$ cat src/rtl/tcg_pkg.sv
package tcg_pkg;

  typedef enum logic [1:0] {
    CLS_POSTED    = 2'd0,
    CLS_NONPOSTED = 2'd1,
    CLS_COMPL     = 2'd2,
    CLS_NONE      = 2'd3
  } cls_e;

  localparam int NUM_CLS   = 3;
  localparam int NUM_TYPES = 2 * NUM_CLS;

  // Bit position of a class's header type in six-bit type vectors.
  function automatic int hdr_bit(input int cls);
    return NUM_TYPES - 1 - 2 * cls;
  endfunction

  // Bit position of a class's data type in six-bit type vectors.
  function automatic int dat_bit(input int cls);
    return NUM_TYPES - 2 - 2 * cls;
  endfunction

  function automatic cls_e next_cls(input cls_e c);
    case (c)
      CLS_POSTED:    return CLS_NONPOSTED;
      CLS_NONPOSTED: return CLS_COMPL;
      default:       return CLS_POSTED;
    endcase
  endfunction

endpackage

$ cat src/rtl/tcg_limit_poller.sv
module tcg_limit_poller
  import tcg_pkg::*;
#(
  parameter int HDR_W = 8,
  parameter int DAT_W = 12,
  parameter int LAT   = 2
) (
  input  logic                              clk,
  input  logic                              rst_n,
  input  logic                              link_up,
  output logic [1:0]                        lim_sel,
  input  logic [HDR_W-1:0]                  hdr_lim_in,
  input  logic [DAT_W-1:0]                  dat_lim_in,
  output logic [NUM_CLS-1:0][HDR_W-1:0]     hdr_lim,
  output logic [NUM_CLS-1:0][DAT_W-1:0]     dat_lim,
  output logic [NUM_CLS-1:0]                loaded
);

  localparam int DWELL = LAT + 1;
  localparam int PH_W  = (DWELL > 2) ? $clog2(DWELL) : 1;
  localparam logic [PH_W-1:0] PH_LAST = PH_W'(DWELL - 1);

  cls_e            sel_q;
  logic [PH_W-1:0] phase_q;
  logic            cap;

  always_ff @(posedge clk) begin
    if (!rst_n) begin
      sel_q   <= CLS_POSTED;
      phase_q <= '0;
    end else if (phase_q == PH_LAST) begin
      sel_q   <= next_cls(sel_q);
      phase_q <= '0;
    end else begin
      phase_q <= phase_q + 1'b1;
    end
  end

  assign lim_sel = sel_q;
  // Last cycle of the hold: core output reflects sel_q for LAT cycles.
  assign cap     = (phase_q == PH_LAST);

  for (genvar c = 0; c < NUM_CLS; c++) begin : g_cls
    logic hit;
    assign hit = cap && (sel_q == cls_e'(c));

    always_ff @(posedge clk) begin
      if (!rst_n) begin
        hdr_lim[c] <= '0;
        dat_lim[c] <= '0;
        loaded[c]  <= 1'b0;
      end else if (!link_up) begin
        loaded[c]  <= 1'b0;
      end else if (hit) begin
        hdr_lim[c] <= hdr_lim_in;
        dat_lim[c] <= dat_lim_in;
        loaded[c]  <= 1'b1;
      end
    end
  end

  AST_SEL_LEGAL: assert property (@(posedge clk) disable iff (!rst_n)
    lim_sel != 2'b11);

  AST_SEL_DWELL: assert property (@(posedge clk) disable iff (!rst_n)
    !$stable(sel_q) |=> $stable(sel_q));

  AST_LOAD_NEEDS_LINK: assert property (@(posedge clk) disable iff (!rst_n)
    !link_up |=> loaded == '0);

  AST_LOAD_ON_CAPTURE: assert property (@(posedge clk) disable iff (!rst_n)
    $rose(loaded[0]) |-> $past(sel_q) == CLS_POSTED);

endmodule

$ cat src/rtl/tcg_cons_counter.sv
module tcg_cons_counter #(
  parameter int W = 8
) (
  input  logic         clk,
  input  logic         rst_n,
  input  logic         clr,
  input  logic         core_pulse,
  input  logic [W-1:0] app_add,
  output logic [W-1:0] cnt
);

  always_ff @(posedge clk) begin
    if (!rst_n || clr) cnt <= '0;
    else               cnt <= cnt + app_add + W'(core_pulse);
  end

  AST_CLEAR_ON_DOWN: assert property (@(posedge clk) disable iff (!rst_n)
    clr |=> cnt == '0);

  AST_HOLD_WHEN_IDLE: assert property (@(posedge clk) disable iff (!rst_n)
    (!clr && !core_pulse && app_add == '0) |=> $stable(cnt));

  AST_CORE_ONE_STEP: assert property (@(posedge clk) disable iff (!rst_n)
    (!clr && core_pulse && app_add == '0) |=> cnt == $past(cnt) + W'(1));

endmodule

$ cat src/rtl/tcg_grant.sv
module tcg_grant
  import tcg_pkg::*;
#(
  parameter int HDR_W   = 8,
  parameter int DAT_W   = 12,
  parameter int BYTES_W = 13,
  parameter int CR_LG   = 4
) (
  input  logic                          clk,
  input  logic                          rst_n,
  input  logic                          link_up,
  input  logic [1:0]                    req_class,
  input  logic [BYTES_W-1:0]            req_bytes,
  input  logic [NUM_TYPES-1:0]          inf_flags,
  input  logic [NUM_CLS-1:0]            loaded,
  input  logic [NUM_CLS-1:0][HDR_W-1:0] hdr_lim,
  input  logic [NUM_CLS-1:0][DAT_W-1:0] dat_lim,
  input  logic [NUM_CLS-1:0][HDR_W-1:0] cons_h,
  input  logic [NUM_CLS-1:0][DAT_W-1:0] cons_d,
  output logic [HDR_W-1:0]              need_h,
  output logic [DAT_W-1:0]              need_d,
  output logic                          ready
);

  localparam int RND_W = BYTES_W + 1;
  localparam logic [RND_W-1:0] ROUND = RND_W'((1 << CR_LG) - 1);

  logic [RND_W-1:0]       rounded;
  logic [NUM_CLS-1:0]     cls_ok;
  logic [NUM_CLS-1:0]     h_room;

  assign rounded = {1'b0, req_bytes} + ROUND;
  assign need_d  = DAT_W'(rounded >> CR_LG);
  assign need_h  = HDR_W'(1);

  for (genvar c = 0; c < NUM_CLS; c++) begin : g_cls
    localparam int HB = hdr_bit(c);
    localparam int DB = dat_bit(c);
    logic [HDR_W-1:0] av_h;
    logic [DAT_W-1:0] av_d;
    logic             h_ok, d_ok;

    assign av_h = hdr_lim[c] - cons_h[c];
    assign av_d = dat_lim[c] - cons_d[c];
    assign h_ok = inf_flags[HB] || (av_h >= need_h);
    assign d_ok = inf_flags[DB] || (av_d >= need_d);
    assign cls_ok[c] = loaded[c] && h_ok && d_ok;
    assign h_room[c] = inf_flags[HB] || (av_h != '0);
  end

  always_comb begin
    ready = 1'b0;
    if (link_up && req_class != CLS_NONE)
      ready = cls_ok[req_class];
  end

  AST_NO_GRANT_DOWN: assert property (@(posedge clk) disable iff (!rst_n)
    !link_up |-> !ready);

  AST_NO_GRANT_UNLOADED: assert property (@(posedge clk) disable iff (!rst_n)
    (req_class != CLS_NONE && !loaded[req_class]) |-> !ready);

  AST_GRANT_HAS_HDR: assert property (@(posedge clk) disable iff (!rst_n)
    (ready && req_class != CLS_NONE) |-> h_room[req_class]);

  AST_CLASS3_BLOCKED: assert property (@(posedge clk) disable iff (!rst_n)
    (req_class == CLS_NONE) |-> !ready);

endmodule

$ cat src/rtl/tx_credit_gate.sv
module tx_credit_gate
  import tcg_pkg::*;
#(
  parameter int HDR_W   = 8,
  parameter int DAT_W   = 12,
  parameter int BYTES_W = 13,
  parameter int CR_LG   = 4,
  parameter int LAT     = 2
) (
  input  logic               clk,
  input  logic               rst_n,
  input  logic               link_up,
  output logic [1:0]         lim_sel,
  input  logic [HDR_W-1:0]   hdr_lim_in,
  input  logic [DAT_W-1:0]   dat_lim_in,
  input  logic [5:0]         inf_flags,
  input  logic [5:0]         core_cons,
  input  logic               req_valid,
  output logic               req_ready,
  input  logic [1:0]         req_class,
  input  logic [BYTES_W-1:0] req_bytes
);

  logic [NUM_CLS-1:0][HDR_W-1:0] hdr_lim, cons_h;
  logic [NUM_CLS-1:0][DAT_W-1:0] dat_lim, cons_d;
  logic [NUM_CLS-1:0]            loaded;
  logic [HDR_W-1:0]              need_h;
  logic [DAT_W-1:0]              need_d;
  logic                          launch;

  tcg_limit_poller #(.HDR_W(HDR_W), .DAT_W(DAT_W), .LAT(LAT)) i_poll (
    .clk        (clk),
    .rst_n      (rst_n),
    .link_up    (link_up),
    .lim_sel    (lim_sel),
    .hdr_lim_in (hdr_lim_in),
    .dat_lim_in (dat_lim_in),
    .hdr_lim    (hdr_lim),
    .dat_lim    (dat_lim),
    .loaded     (loaded)
  );

  tcg_grant #(.HDR_W(HDR_W), .DAT_W(DAT_W), .BYTES_W(BYTES_W), .CR_LG(CR_LG)) i_grant (
    .clk       (clk),
    .rst_n     (rst_n),
    .link_up   (link_up),
    .req_class (req_class),
    .req_bytes (req_bytes),
    .inf_flags (inf_flags),
    .loaded    (loaded),
    .hdr_lim   (hdr_lim),
    .dat_lim   (dat_lim),
    .cons_h    (cons_h),
    .cons_d    (cons_d),
    .need_h    (need_h),
    .need_d    (need_d),
    .ready     (req_ready)
  );

  assign launch = req_valid && req_ready;

  for (genvar c = 0; c < NUM_CLS; c++) begin : g_cnt
    logic             mine;
    logic [HDR_W-1:0] add_h;
    logic [DAT_W-1:0] add_d;

    assign mine  = launch && (req_class == cls_e'(c));
    assign add_h = mine ? need_h : '0;
    assign add_d = mine ? need_d : '0;

    tcg_cons_counter #(.W(HDR_W)) i_hdr (
      .clk        (clk),
      .rst_n      (rst_n),
      .clr        (!link_up),
      .core_pulse (core_cons[hdr_bit(c)]),
      .app_add    (add_h),
      .cnt        (cons_h[c])
    );

    tcg_cons_counter #(.W(DAT_W)) i_dat (
      .clk        (clk),
      .rst_n      (rst_n),
      .clr        (!link_up),
      .core_pulse (core_cons[dat_bit(c)]),
      .app_add    (add_d),
      .cnt        (cons_d[c])
    );
  end

  AST_CORE_PULSE_SHAPE: assert property (@(posedge clk) disable iff (!rst_n)
    link_up |-> ($onehot0({core_cons[5], core_cons[3], core_cons[1]}) &&
                 ((core_cons & 6'b010101 & ~(core_cons >> 1)) == 6'b0)));

  AST_LAUNCH_NEEDS_LINK: assert property (@(posedge clk) disable iff (!rst_n)
    launch |-> link_up);

endmodule

$ cat config.mk
export PLATFORM = sky130hd
export DESIGN_NAME = tx_credit_gate
export DESIGN_NICKNAME = d
export VERILOG_FILES = /design/src/rtl/tcg_pkg.sv /design/src/rtl/tcg_limit_poller.sv /design/src/rtl/tcg_cons_counter.sv /design/src/rtl/tcg_grant.sv /design/src/rtl/tx_credit_gate.sv
export SDC_FILE = /design/constraint.sdc
export NUM_CORES = 1
export LEC_CHECK = 0
export ABC_AREA = 1
export ABC_CLOCK_PERIOD_IN_PS = 4550
export BUFFER_PORTS_ARGS = -buffer_cell sky130_fd_sc_hd__buf_2
export CAP_MARGIN = 20
export CORE_UTILIZATION = 40
export DETAILED_ROUTE_END_ITERATION = 10
export GPL_ROUTABILITY_DRIVEN = 1
export PLACE_DENSITY = 0.56
export RECOVER_POWER = 50
export SYNTH_ARGS = -nofsm -noshare
export SYNTH_HDL_FRONTEND = slang
export SYNTH_SLANG_ARGS = --single-unit
$ cat constraint.sdc
create_clock -name clk -period 4.55 [get_ports clk]
set_input_delay 0.2275 -clock clk [delete_from_list [all_inputs] [get_ports clk]]
set_output_delay 0.2275 -clock clk [all_outputs]
set_load 0.02 [all_outputs]
After elaboration in Yosys (flattened, before gate mapping)
Cells that the tools add are included.

Register bits after elaboration: 127. Bits of input ports: 51. Output and inout port bits: 3. Logic and storage cells: 91.

$add $sub $neg: 20. Magnitude comparators: 7. Equality and inequality tests: 6. Muxes and demuxes: 10. Bitwise operators: 1. Reduce and logical (&&, ||, !) cells: 30.

Operators by type and width (number): adder 8 x 1 -> 8 bit (6); adder 12 x 1 -> 12 bit (3); adder 12 x 10 -> 12 bit (3); >= comparator 12 x 10 -> 1 bit (3); subtractor 12 bit (3); 2-to-1 mux 10 bit (3); >= comparator 8 x 1 -> 1 bit (second input constant) (3); subtractor 8 bit (3); adder 13 x 4 -> 14 bit (second input constant) (1); logical AND 1 bit (14); AND reduction 2 bit (4); logical OR 1 bit (7); == test 2 bit (second input constant) (3); 2-to-1 mux 1 bit (5); == test 2 x 1 -> 1 bit (second input constant) (2); zero test 2 bit (2); one-hot mux 2 bit (2 select lines) (1); < comparator 2 x 3 -> 1 bit (second input constant) (1); adder 2 x 1 -> 2 bit (second input constant) (1); binary-select mux 1 bit (select 2 bit) (1); zero test 1 bit (2); != test 2 bit (second input constant) (1); OR reduction 2 bit (1); NOT 1 bit (1).

Depth between registers and ports, before layout
Depth after elaboration: 13. Mapped depth: 38. Depth with buffers taken out: 37.

Cells and area by module
A second synthesis with hierarchy kept.

Cell total of the unflattened synthesis: 1947. Area, all modules: 12129.1 um^2.

Modules (own cells, without submodules): tcg_grant (times used 1, cells an instance 698, area an instance 3975.1 um^2); tcg_limit_poller (times used 1, cells an instance 456, area an instance 2910.3 um^2); tcg_cons_counter (g_cnt[0].i_hdr ...) (times used 3, cells an instance 79, area an instance 563.0 um^2); tcg_cons_counter (g_cnt[1].i_dat) (times used 1, cells an instance 154, area an instance 982.2 um^2); tcg_cons_counter (g_cnt[0].i_dat) (times used 1, cells an instance 153, area an instance 947.2 um^2); tcg_cons_counter (g_cnt[2].i_dat) (times used 1, cells an instance 150, area an instance 930.9 um^2); tx_credit_gate (times used 1, cells an instance 99, area an instance 694.4 um^2).

Worst setup path after synthesis
OpenSTA, ideal clock, no wires.

Path type: register to register. Start point: reg g_cnt[0].i_dat.cnt[0]. End point: reg g_cnt[1].i_dat.cnt[10]. Setup time: 0.070 ns. Arrival: 4.523 ns. Required time: 4.480 ns. Setup slack: -0.043 ns. Cell stages (with the launch flop): 34. Path buffers: 1. Period minus slack after synthesis: 4.593 ns. Cells stage by stage: dfxtp_1 -> ha_1 -> inv_1 -> fa_1 -> a31oi_1 -> o21ai_0 -> a31oi_1 -> xnor2_1 -> ha_1 -> a211o_1 -> inv_1 -> nand2_1 -> nor2_1 -> nand3_1 -> nand2_1 -> nand2_1 -> nand2_2 -> inv_2 -> nand4_2 -> buf_6 -> nor2_1 -> fa_1 -> fa_1 -> nand3_1 -> nand3_1 -> nand2_1 -> nand2_1 -> a21oi_1 -> o21ai_0 -> nand2_1 -> nand2_1 -> a21oi_1 -> o21ai_0 -> a21oi_1.

Cells in the longest elaborated chain, start to end: 12.

Ends and longest elaborated chain: start: declaration (RTL line tcg_cons_counter.sv:9) `output logic [W-1:0] cnt`; start signal: assignment (RTL line tcg_cons_counter.sv:14) `else cnt <= cnt + app_add + W'(core_pulse);`; subtractor 12 bit (RTL line tcg_grant.sv:44) `assign av_d = dat_lim[c] - cons_d[c];`; >= comparator 12 x 10 -> 1 bit (RTL line tcg_grant.sv:46) `assign d_ok = inf_flags[DB] || (av_d >= need_d);`; logical OR 1 bit (RTL line tcg_grant.sv:46); logical AND 1 bit (RTL line tcg_grant.sv:47) `assign cls_ok[c] = loaded[c] && h_ok && d_ok;`; binary-select mux 1 bit (select 2 bit) (RTL line tcg_grant.sv:54) `ready = cls_ok[req_class];`; 2-to-1 mux 1 bit (not written as such) (RTL line tcg_grant.sv:54); 2-to-1 mux 1 bit (RTL line tcg_grant.sv:53) `if (link_up && req_class != CLS_NONE)`; logical AND 1 bit (RTL line tx_credit_gate.sv:60) `assign launch = req_valid && req_ready;`; logical AND 1 bit (RTL line tx_credit_gate.sv:67) `assign mine = launch && (req_class == cls_e'(c));`; 2-to-1 mux 10 bit (RTL line tx_credit_gate.sv:69) `assign add_d = mine ? need_d : '0;`; adder 12 x 10 -> 12 bit (RTL line tcg_cons_counter.sv:14); adder 12 x 1 -> 12 bit (RTL line tcg_cons_counter.sv:14); end signal: assignment (RTL line tcg_cons_counter.sv:14); end: declaration (RTL line tcg_cons_counter.sv:9).

Every way passes these cells. The select of a mux whose other input is x is not followed. A chain may end at the register's enable or synchronous reset.

Final worst setup path
Start point: reg i_poll.dat_lim[12] (netlist name). End point: reg g_cnt[1].i_dat.cnt[10].

Cells in the longest elaborated chain, start to end: 12.

Ends and longest elaborated chain: start: declaration (RTL line tcg_limit_poller.sv:15) `output logic [NUM_CLS-1:0][DAT_W-1:0] dat_lim,`; start signal: indexed assignment (RTL line tcg_limit_poller.sv:56) `dat_lim[c] <= dat_lim_in;`; subtractor 12 bit (RTL line tcg_grant.sv:44); >= comparator 12 x 10 -> 1 bit (RTL line tcg_grant.sv:46); logical OR 1 bit (RTL line tcg_grant.sv:46); logical AND 1 bit (RTL line tcg_grant.sv:47); binary-select mux 1 bit (select 2 bit) (RTL line tcg_grant.sv:54); 2-to-1 mux 1 bit (not written as such) (RTL line tcg_grant.sv:54); 2-to-1 mux 1 bit (RTL line tcg_grant.sv:53); logical AND 1 bit (RTL line tx_credit_gate.sv:60); logical AND 1 bit (RTL line tx_credit_gate.sv:67); 2-to-1 mux 10 bit (RTL line tx_credit_gate.sv:69); adder 12 x 10 -> 12 bit (RTL line tcg_cons_counter.sv:14); adder 12 x 1 -> 12 bit (RTL line tcg_cons_counter.sv:14).

Every way passes these cells. The select of a mux whose other input is x is not followed.

==> results.json <==
{
  "fin_util_pct": 52.3,
  "synth_seq_area_share_pct": 27.1,
  "async_reset_ff_share_pct": 0,
  "fin_nets": 1711,
  "num_antenna_cells": 0,
  "crit_family": "adder cells",
  "post_dp_cell_area_um2": 10800,
  "crit_end": "g_cnt[1].i_dat.cnt[10]$_SDFF_PN0_",
  "clk_pin_slew_ps": 60,
  "synth_commonest_cells": "nand2_1, inv_1, a21oi_1",
  "slowest_stage": "fa_2",
  "period_share_pct": 100,
  "min_period_ps": 4560,
  "std_cell_rows": 55,
  "pwr_density_cell_nw_per_um2": 276,
  "crit_path_start_kind": "register",
  "dp_hpwl_um": 20700,
  "failed_checks": "setup timing",
  "overflow": 0,
  "skew_ps": 9.20,
  "drt_wl_total_um": 26800,
  "setup_ws_ps": -13.0,
  "ys_types": 40,
  "synth_compound_area_share_pct": 14.4,
  "stdcell_area_um2": 12000,
  "path_common_cell": "nand2_1",
  "yosys.area_share.simple_pct": 26.1,
  "slowest_delay_ps": 410,
  "cp_num_cells": 33,
  "die_height_um": 155,
  "routedWlPerCell_um": 14.5,
  "htreeDepth": 4,
  "grt_max_degree": 54,
  "ys.flop_type": "dfxtp_1",
  "peakVddDrop_mv": 0.228,
  "layout-drive-gt1-share_pct": 20.9,
  "r2r_end": "g_cnt[1].i_dat.cnt[10]$_SDFF_PN0_",
  "place_inst": 1817,
  "die_width_um": 155,
  "maxSlewViolCount": 0,
  "fmax_mhz": 219,
  "leakage_nw": 5.58,
  "synth.top_cell.area_share_pct": 27.1,
  "clock_latency_ps": 420,
  "synth_adder_area_share_pct": 18.5,
  "vias": 9150,
  "vias_per_cell": 4.94,
  "track_usage_pct": 22.9,
  "cts_tree": "yes",
  "synthMuxAreaShare_pct": 0,
  "synthCells": 1360,
  "worst_pin_slew_ps": 1030,
  "total_power_mw": 3.31,
  "path_max_fanout": 3,
  "status": "finished with violations",
  "io_buffers": 53,
  "rsz0062_at_grt": "yes",
  "synth_top_family_by_area": "simple AND/OR/NAND/NOR gates",
  "ff_latch_area_um2": 2560,
  "critPathRequiredTime_ps": 4900,
  "hold_violations": 0,
  "holdBufCountCts": 0,
  "grt_pass1_vias": 8672,
  "synth_top_cell_by_area": "dfxtp_1",
  "clock-sinks": 127,
  "final_antenna_net_count": 0,
  "syn-num-nets": 1541,
  "setup_viol": 1,
  "instances_no_fill": 1854,
  "yosysWarnings": 0,
  "critical_path_class": "register to register",
  "yosysMostFrequentCell": "nand2_1",
  "place_congestion": 0.867,
  "relSlewSlack_pct": 31.1,
  "r2r_slack_ps": -10,
  "synth_edf_count": 0,
  "netlist_top_cells_area": "dfxtp_1, ha_1, nand2_1, a21oi_1, inv_1",
  "multiInputGateArea_um2": 6380,
  "end_kind": "register",
  "worstSetupStartpoint": "i_poll.dat_lim[12]$_SDFFE_PN0P_",
  "drtIter0Drc": 421,
  "syn-mean-instance-area_um2": 6.91,
  "core_region_area_um2": 22800,
  "hp-class": "input port to register",
  "cts_buffers": 17,
  "synthXorXnorAreaFrac_pct": 4.29,
  "clock_path_buffers": 2,
  "start_util_pct": 41.1,
  "antenna_found_initial": 0,
  "pre_cts_ws_ps": -237,
  "drc": 0,
  "num_io_pins": 54,
  "syn_area_um2": 9390,
  "root_buffer": "clkbuf_16",
  "die-area_um2": 24100,
  "reg2reg_from": "i_poll.dat_lim[12]$_SDFFE_PN0P_",
  "ys_ff_latch": 127,
  "r2r_cells": 33,
  "areaGrowthSynthToFinish_pct": 27.3,
  "grt_pass1_wl_um": 43100,
  "dr.pass1.iters": 7,
  "worstPathArrival_ps": 4910,
  "cap_violations": 0,
  "crit_buf_inv": 4,
  "n_fill_cell": 2299
}
-- layout make-up --
| cell class | instances | area share (%) |
|---|---|---|
| flip-flops and latches | 127 | 21.4 |
| clock inverters | 10 | 1.34 |
| well taps | 313 | 3.28 |
| inverters | 205 | 6.44 |
| clock buffers | 20 | 3.82 |
| repair buffers | 181 | 10.4 |
| multi-input cells | 998 | 53.3 |
-- stage by stage --
| step | hold slack [ps] | setup TNS, ps |
|---|---|---|
| 6_report | 120 | -13.0 |
| 5_1_grt | 115 | -1950 |
| 4_1_cts | 99.5 | -1.25 |
| 3_5_place_dp | 407 | -389 |
| 3_3_place_gp | 402 | -194 |
| 2_1_floorplan | 392 | 0 |
-- cell families (layout without fill, tap and decap cells) --
family	after synthesis	after routing
buffers and inverters	235	416
xor gates and xnor gates	46	46
and+or+nand+nor	566	566
DFF	127	127
adders and majority gates	130	130
AOI/OAI and AO/OA	256	256
-- timing repair --
action | 4_1_cts | 5_1_grt
gates resized for setup | 22 | 103
setup buffers | 0 | 7
pin swaps | 7 | 48
setup endpoints to repair | 5 | 23
-- worst min-delay path: cells and delay by family --
kind | cells | cell delay [ps]
buffers and inverters | 1 | 120
and+or+nand+nor | 1 | 70
AOI/OAI and AO/OA | 1 | 60
-- layer usage --
metal  vias to the layer above  wire, µm  global-route usage, %
li1                       4815         -                      -
met5                         -         0                      0
met2                       132     12800                   39.7
met4                         0       349                   5.28
met3                        24       939                   3.29
met1                      4179     12700                   29.9
-- report_power, final --
group          internal (mW)  switching [mW]  leakage [nW]
logic                  0.287           0.393          4.25
registers               1.14          0.0180          1.03
clock network          0.941           0.530         0.303
-- registers in the layout, indices dropped and copies added, names as in the netlist --
| signal | count |
|---|---|
| g_cnt.i_dat.cnt | 36 |
| g_cnt.i_hdr.cnt | 24 |
| i_poll.dat_lim | 36 |
| i_poll.hdr_lim | 24 |
| i_poll.lim_sel | 2 |
| i_poll.loaded | 3 |
| i_poll.phase_q | 2 |
-- worst min-delay path by stage --
stage	start	endpoint	slack (ps)	cells after the start
floorplan	dat_lim_in[1]	i_poll.dat_lim[13]$_SDFFE_PN0P_	390	2
global placement	i_poll.phase_q[0]$_SDFF_PP0_	i_poll.phase_q[0]$_SDFF_PP0_	400	1
detailed placement	i_poll.phase_q[0]$_SDFF_PP0_	i_poll.phase_q[0]$_SDFF_PP0_	410	1
CTS	hdr_lim_in[6]	i_poll.hdr_lim[14]$_SDFFE_PN0P_	100	3
global route	hdr_lim_in[4]	i_poll.hdr_lim[4]$_SDFFE_PN0P_	110	3
finish	hdr_lim_in[7]	i_poll.hdr_lim[7]$_SDFFE_PN0P_	120	3
-- cells in the final DEF, fill, tap and decap left out, drive strengths merged, types with 4 or more instances in the layout --
master  netlist  layout
nand3b        5       5
inv         205     207
nand3       104     104
dfxtp       127     127
a21oi       166     166
nor3         17      17
xor2         20      20
xnor2        26      26
o21bai        4       4
nor2        120     120
o21ai        58      58
a31oi        10      10
nor4          4       4
fa           15      15
ha          115     115
a21o          5       5
bufinv        0       4
nand2       290     290
nand4        22      22
buf           4     176
clkbuf       26      25
Note: power is estimated with default switching activity, not from simulation.
